===== src/rtl/sch_pkg.sv =====
package sch_pkg;
  typedef enum logic [2:0] {
    ST_IDLE, ST_PULSE, ST_WAIT_DR, ST_BUSY, ST_READ, ST_ACQ
  } sch_state_e;

  function automatic int max2(input int a, input int b);
    return (a > b) ? a : b;
  endfunction
endpackage


===== src/rtl/sch_fsm.sv =====
module sch_fsm
  import sch_pkg::*;
#(
  parameter int CONV_W = 25,
  parameter int DR_WIN = 75,
  parameter int MAX_W  = 2000,
  parameter int READ_W = 4,
  parameter int ACQ_W  = 500
) (
  input  logic       clk_i,
  input  logic       rst_ni,
  input  logic       enable_i,
  input  logic       drdy_i,
  output sch_state_e state_o,
  output logic       capture_o,
  output logic       fault_o
);
  localparam int TMAX = max2(max2(max2(CONV_W, DR_WIN), max2(MAX_W, READ_W)), ACQ_W);
  localparam int TW   = $clog2(TMAX + 1);

  sch_state_e st_q, st_d;
  logic [TW-1:0] t_q, t_d;
  logic seen_q, seen_d;

  always_comb begin
    st_d      = st_q;
    t_d       = t_q + 1'b1;
    seen_d    = seen_q;
    capture_o = 1'b0;
    fault_o   = 1'b0;
    unique case (st_q)
      ST_IDLE: begin
        t_d = '0;
        if (enable_i) begin
          st_d   = ST_PULSE;
          seen_d = 1'b0;
        end
      end
      ST_PULSE: begin
        if (drdy_i) seen_d = 1'b1;
        if (t_q == TW'(CONV_W - 1))
          st_d = (seen_q || drdy_i) ? ST_BUSY : ST_WAIT_DR;
      end
      ST_WAIT_DR: begin
        if (drdy_i) st_d = ST_BUSY;
        else if (t_q == TW'(DR_WIN - 1)) begin
          fault_o = 1'b1;
          st_d    = ST_ACQ;
          t_d     = '0;
        end
      end
      ST_BUSY: begin
        if (!drdy_i) begin
          st_d = ST_READ;
          t_d  = '0;
        end else if (t_q == TW'(MAX_W - 1)) begin
          fault_o = 1'b1;
          st_d    = ST_ACQ;
          t_d     = '0;
        end
      end
      ST_READ: begin
        if (t_q == TW'(READ_W - 1)) begin
          capture_o = 1'b1;
          st_d      = ST_ACQ;
        end
      end
      ST_ACQ: begin
        // acquisition time counts only while the converter is idle
        if (drdy_i) t_d = '0;
        else if (t_q == TW'(ACQ_W - 1)) begin
          t_d    = '0;
          seen_d = 1'b0;
          st_d   = enable_i ? ST_PULSE : ST_IDLE;
        end
      end
      default: st_d = ST_IDLE;
    endcase
  end

  always_ff @(posedge clk_i or negedge rst_ni) begin
    if (!rst_ni) begin
      st_q   <= ST_IDLE;
      t_q    <= '0;
      seen_q <= 1'b0;
    end else begin
      st_q   <= st_d;
      t_q    <= t_d;
      seen_q <= seen_d;
    end
  end

  assign state_o = st_q;

  assert_fault_onehot_R6: assert property (@(posedge clk_i) disable iff (!rst_ni)
    !(fault_o && capture_o));
endmodule


===== src/rtl/sch_capture.sv =====
module sch_capture #(
  parameter int DW = 8
) (
  input  logic          clk_i,
  input  logic          rst_ni,
  input  logic          capture_i,
  input  logic [DW-1:0] data_i,
  output logic [DW-1:0] result_o,
  output logic          valid_o
);
  always_ff @(posedge clk_i or negedge rst_ni) begin
    if (!rst_ni) begin
      result_o <= '0;
      valid_o  <= 1'b0;
    end else begin
      valid_o <= capture_i;
      if (capture_i) result_o <= data_i;
    end
  end

  assert_valid_pulse_R4: assert property (@(posedge clk_i) disable iff (!rst_ni)
    valid_o |=> !valid_o);
endmodule


===== src/rtl/conv_sched.sv =====
module conv_sched
  import sch_pkg::*;
#(
  parameter int DW     = 8,
  parameter int CONV_W = 25,
  parameter int DR_WIN = 75,
  parameter int MAX_W  = 2000,
  parameter int READ_W = 4,
  parameter int ACQ_W  = 500
) (
  input  logic          clk_i,
  input  logic          rst_ni,
  input  logic          enable_i,
  input  logic          drdy_i,
  input  logic [DW-1:0] data_i,
  output logic          convert_o,
  output logic          hold_o,
  output logic          rd_en_no,
  output logic [DW-1:0] result_o,
  output logic          result_valid_o,
  output logic          error_o
);
  localparam int TMAX = max2(max2(CONV_W, ACQ_W), 1);
  localparam int CW   = $clog2(TMAX + 2);

  sch_state_e st;
  logic capture, fault;

  sch_fsm #(
    .CONV_W(CONV_W), .DR_WIN(DR_WIN), .MAX_W(MAX_W), .READ_W(READ_W), .ACQ_W(ACQ_W)
  ) u_fsm (
    .clk_i(clk_i), .rst_ni(rst_ni), .enable_i(enable_i), .drdy_i(drdy_i),
    .state_o(st), .capture_o(capture), .fault_o(fault)
  );

  sch_capture #(.DW(DW)) u_cap (
    .clk_i(clk_i), .rst_ni(rst_ni), .capture_i(capture), .data_i(data_i),
    .result_o(result_o), .valid_o(result_valid_o)
  );

  assign convert_o = (st == ST_PULSE);
  assign rd_en_no  = (st != ST_READ);

  always_ff @(posedge clk_i or negedge rst_ni) begin
    if (!rst_ni) begin
      hold_o  <= 1'b0;
      error_o <= 1'b0;
    end else begin
      hold_o  <= drdy_i;
      error_o <= error_o | fault;
    end
  end

  // checker state
  logic          past_ok;
  logic [CW-1:0] hi_run, lo_run;
  always_ff @(posedge clk_i or negedge rst_ni) begin
    if (!rst_ni) begin
      past_ok <= 1'b0;
      hi_run  <= '0;
      lo_run  <= CW'(ACQ_W);
    end else begin
      past_ok <= 1'b1;
      hi_run  <= convert_o ? ((hi_run == CW'(TMAX + 1)) ? hi_run : hi_run + 1'b1) : '0;
      lo_run  <= drdy_i ? '0 : ((lo_run == CW'(ACQ_W)) ? lo_run : lo_run + 1'b1);
    end
  end

  assert_conv_width_R1: assert property (@(posedge clk_i) disable iff (!rst_ni)
    $fell(convert_o) |-> hi_run == CW'(CONV_W));
  assert_hold_follow_R2: assert property (@(posedge clk_i) disable iff (!rst_ni)
    past_ok |-> hold_o == $past(drdy_i));
  assert_read_not_conv_R3: assert property (@(posedge clk_i) disable iff (!rst_ni)
    !(convert_o && !rd_en_no));
  assert_acq_gap_R5: assert property (@(posedge clk_i) disable iff (!rst_ni)
    $rose(convert_o) |-> lo_run >= CW'(ACQ_W));
  assert_err_sticky_R8: assert property (@(posedge clk_i) disable iff (!rst_ni)
    !$fell(error_o));
endmodule


===== config.mk =====
export PLATFORM = sky130hd
export DESIGN_NAME = conv_sched
export DESIGN_NICKNAME = d
export VERILOG_FILES = /design/src/rtl/sch_pkg.sv /design/src/rtl/sch_fsm.sv /design/src/rtl/sch_capture.sv /design/src/rtl/conv_sched.sv
export SDC_FILE = /design/constraint.sdc
export NUM_CORES = 1
export LEC_CHECK = 0
export BUFFER_PORTS_ARGS = -buffer_cell sky130_fd_sc_hd__buf_4
export CAP_MARGIN = 0
export CORE_MARGIN = 3
export CORE_UTILIZATION = 40
export CTS_BUF_LIST = sky130_fd_sc_hd__clkbuf_4 sky130_fd_sc_hd__clkbuf_8
export DETAILED_ROUTE_END_ITERATION = 7
export PLACE_DENSITY = 0.7
export SYNTH_ARGS = -nofsm -noshare
export SYNTH_HDL_FRONTEND = slang
export SYNTH_SLANG_ARGS = --single-unit

===== constraint.sdc =====
create_clock -name clk_i -period 4.74 [get_ports clk_i]
set_clock_uncertainty 0.2 [all_clocks]
set_input_delay 0.711 -clock clk_i [delete_from_list [all_inputs] [get_ports clk_i]]
set_output_delay 0.711 -clock clk_i [all_outputs]
set_load 0.005 [all_outputs]

# == Yosys cells after proc, flatten, opt, wreduce, memory -nomap -nowiden ==
# Index checks and enable logic that the tools add are counted.
# op_classes
reduce_logical,5
n_mux,31
n_eq_ne,19
addsub,1
bitwise,1
# op_table
op,count
$mux 11,6
$pmux 11 s4,1
$mux 3,9
$pmux 3 s6,1
$mux 1,12
$add 11x1->11 const B,1
$eq 11x11->1 const B,1
$eq 11x2->1 const B,1
$eq 11x5->1 const B,1
$eq 11x7->1 const B,1
$eq 11x9->1 const B,1
$reduce_and 7->1,1
$eq 3x2->1 const B,2
$eq 3x3->1 const B,2
$ne 2x1->1 const B,3
$ne 2x2->1 const B,3
$ne 3x2->1 const B,2
$reduce_and 5->1,1
$eq 3x1->1 const B,1
$logic_not 3->1,1
$ne 3x3->1 const B,1
$pmux 1 s3,1
$reduce_bool 3->1,1
$pmux 1 s2,1
other kinds (2),2
# totals
out_inout_bits,13
ff_bits,26

# == Longest topological paths before layout ==
# depth
depth_word,5
depth_mapped,8

# == Hierarchy ==
# From an unflattened synthesis, not the netlist that was laid out.
# unflattened
hier_cells,135
area_unflattened_um2,1412.6
# by_module_without_submodules
mod,area_per_inst_um2,instances,cells_per_inst
sch_fsm,983.4,1,112
sch_capture,356.6,1,18
conv_sched,72.6,1,5

# == Worst setup path before layout ==
# Ideal clock, no wire load.
# synth_path
kind,input to register
from,input port enable_i
to,"register u_fsm.st_q[0], in the netlist u_fsm.state_o[0]"
n_path_buf,0
t_arrival_ps,1693
setup_slack_ps,2719
setup_time_ps,128
required_ps,4412
path_stages,5
path_cell_list,or3_1 a21oi_1 a221oi_2 nand4_2 mux2_1
# synth_via
elab_chain_len,4
elab_cells_between_ends,6
# synth_rtl
item,line_no,rtl
"start, declared",conv_sched.sv:13,"input logic enable_i,"
$mux 1,sch_fsm.sv:74,st_d = enable_i ? ST_PULSE : ST_IDLE;
$mux 3,sch_fsm.sv:71,else if (t_q == TW'(ACQ_W - 1)) begin
$mux 3,sch_fsm.sv:70,if (drdy_i) t_d = '0;
$pmux 3 s6,sch_fsm.sv:31,unique case (st_q)
"end signal, assigned",sch_fsm.sv:87,st_q <= st_d;
"end, declared",sch_fsm.sv:21,"sch_state_e st_q, st_d;"
# Several ways; a longest one is shown, not always the timed one. The select of a mux whose other input is x is not followed.
# A chain may end at the register's enable or synchronous reset.

# == Worst setup path in the final report ==
# layout_path
from,"register u_fsm.st_q[0], in the netlist u_fsm.state_o[0]"
to,output port convert_o
# layout_via
elab_chain_len,1
# layout_rtl
item,line_no,rtl
$eq 3x1->1,conv_sched.sv:41,assign convert_o = (st == ST_PULSE);
"end, declared",conv_sched.sv:16,"output logic convert_o,"
# Every way passes these cells.

==> flow_summary.json <==
{
  "status": "complete, no violations",
  "clock_path_buffers": 2,
  "finalMaxSlewViolations": 0,
  "cts_setup_buffers": 0,
  "seqPwrFrac_pct": 42.6,
  "critPathKind": "reg -> out",
  "cts_resized": 0,
  "yosys-top-cells-count": "dfrtp_1, nor2_1, mux2_1, nand3_1, inv_1",
  "yosys.area.top_type": "dfrtp_1",
  "syn_inst": 133,
  "p_int_mw": 0.5318,
  "clk_latency_ps": 320,
  "die_w_um": 64.42,
  "fin_crit_ps": 2436,
  "synth_most_common_cell": "dfrtp_1",
  "routed_wl_um": 2652,
  "cts_tree": "built",
  "num_antenna_cells": 0,
  "grt_max_degree": 27,
  "coreArea_um2": 3153,
  "wl_per_cell_um": 13.19,
  "dpl.cell_count": 197,
  "setup_viol": 0,
  "via_per_inst": 5.149,
  "setup_tns_ps": 0,
  "vias": 1035,
  "drc": 0,
  "syn2layout_area_growth_pct": 19.62,
  "worstReg2RegStart": "u_fsm.t_q[0]",
  "clockRootBuffer": "clkbuf_4",
  "placed_area_um2": 1580,
  "final.period_utilization_pct": 51.39,
  "die_h_um": 64.42,
  "grt_pass1_wl_um": 4761,
  "pre_cts_slack_ps": 2536,
  "cp-end-kind": "output port",
  "ctsHoldBuffers": 0,
  "ant_nets": 0,
  "seq_area_frac_synth_pct": 47.66,
  "numPortBuffers": 24,
  "worst_slack_ps": 2304,
  "ys_ff_latch": 26,
  "synth_edf_count": 0,
  "p_sw_mw": 0.2779,
  "drive_gt1_share_pct": 21.02,
  "hpwl_um": 1947,
  "wl_met1_um": 1247,
  "synth_cell_type_count": 32,
  "io_pins": 25,
  "initial_core_util_pct": 43.29,
  "hold_class": "in -> async",
  "grt_pass1_vias": 1047,
  "critPathLaunch": "u_fsm.state_o[0]",
  "power_frac_comb_pct": 38.6,
  "antenna_found_initial": 0,
  "met3_wirelength_um": 135,
  "yosys_warnings": 0,
  "slew_headroom_pct": 72.78,
  "rr_endpoint": "u_fsm.state_o[2]",
  "top_layer": "met4",
  "cap_violations": 0,
  "cp.required_ps": 3830,
  "syn_area_per_cell_um2": 10.26,
  "synth_area_um2": 1365,
  "grt_usage_pct": 14.41,
  "final_area_um2": 1633,
  "critPathLaunchType": "flip-flop",
  "firstDrtPassIters": 4,
  "async_flop_share_pct": 100.0,
  "worst_pin_slew_ps": 398.0,
  "endpoint": "convert_o",
  "synth_top_area_share_pct": 47.66,
  "row_count": 20,
  "dr_wl_met2_um": 1247,
  "cts_sinks": 26,
  "rsz0062_at_grt": "no",
  "die_area_um2": 4149,
  "place_congestion": 0.8618,
  "powerDensity_nw_per_um2": 495.9,
  "synthFlopType": "dfrtp_1",
  "crit_arrival_ps": 1520,
  "drtIter0Drc": 46,
  "leakage_nw": 0.7383,
  "htreeDepth": 1,
  "finalHoldViolations": 0,
  "ys_top_cells_by_area": "dfrtp_1, mux2_1, nor2_1, nand3_1, xnor2_1",
  "ir_drop_mv": 0.2223,
  "overflow": 0,
  "reg2reg_setup_slack_ps": 2530,
  "path_max_fanout": 11,
  "syn_nets": 148,
  "totalPowerFinal_mw": 0.8098,
  "clkTransAtPathRegs_ps": 140,
  "nNetsFinal": 173,
  "netSwitchingFraction_pct": 34.32,
  "stdcell_count": 201,
  "cts_made_buffers": 3,
  "pwr-share-clk_pct": 18.7,
  "max_freq_mhz": 410.5,
  "r2r_cells": 6
}
[per-layer routing]
metal  GRT usage, %  vias to the layer above
li1               -                      507
met1          19.05                      499
met2          23.71                       27
met3          2.426                        2
met4          5.277                        0
met5              0                        -
[cell families (layout without fill, tap and decap cells)]
logic type	Yosys count	in the layout	synth area share [%]
multiplexers	10	10	8.249
flip-flops	26	26	47.66
adder cells (fa/ha/maj)	3	3	2.750
buffers and inverters	12	36	3.667
AO/OA/AOI/OAI	14	14	8.341
XOR/XNOR	10	10	6.416
AND/OR/NAND/NOR	58	58	22.92
[stage by stage]
stage	util [%]	hold WS, ps
floorplan	-	215.4
global placement	50.12	264.1
detailed placement	50.12	282.8
CTS	51.79	70.95
global route	51.79	59.06
finish	51.79	65.05
[critical path: stages, from the launching register on]
cell	delay [ps]
dfrtp_1	550
inv_1	130
nor3_1	340
buf_4	180
[area by class of cell]
class / instances / area (um^2)
Sequential cell: 26 / 650.6
Inverter: 8 / 30.03
Multi-Input combinational cell: 95 / 664.4
Clock buffer: 3 / 22.52
Tap cell: 44 / 55.05
Clock inverter: 1 / 30.03
Fill cell: 301 / 1520
Timing Repair Buffer: 24 / 180.2
[state kept, by name, summed over array words and instances, names as in the netlist]
register	count
error_o	1
hold_o	1
u_cap.result_o	8
u_cap.valid_o	1
u_fsm.seen_q	1
u_fsm.state_o	3
u_fsm.t_q	11
[power by group through the flow]
stage               combinational [mW]  clock (mW)  sequential, mW
global route                     0.352       0.167           0.359
finish                           0.313       0.152           0.345
CTS                              0.315       0.157           0.345
global placement                 0.306           0           0.344
detailed placement               0.313           0           0.350
floorplan                        0.215           0           0.330
[worst min-delay path by stage]
stage,depth (start not counted),slack [ps],endpoint
6_report,1,70,u_fsm.state_o[0]
5_1_grt,1,60,u_fsm.state_o[0]
4_1_cts,1,70,error_o
3_5_place_dp,1,280,u_cap.result_o[7]
3_3_place_gp,1,260,error_o
2_1_floorplan,0,220,error_o
[cells in the final DEF, fill, tap and decap left out, types with 3 or more instances in the layout]
master,count
a21oi_1,5
buf_4,24
clkbuf_4,3
dfrtp_1,26
ha_1,3
inv_1,8
mux2_1,10
nand2_1,6
nand3_1,9
nand4_1,3
nor2_1,19
nor2b_1,4
nor3_1,4
xnor2_1,5
xor2_1,5
No activity file was read; power rests on OpenSTA's default activity.
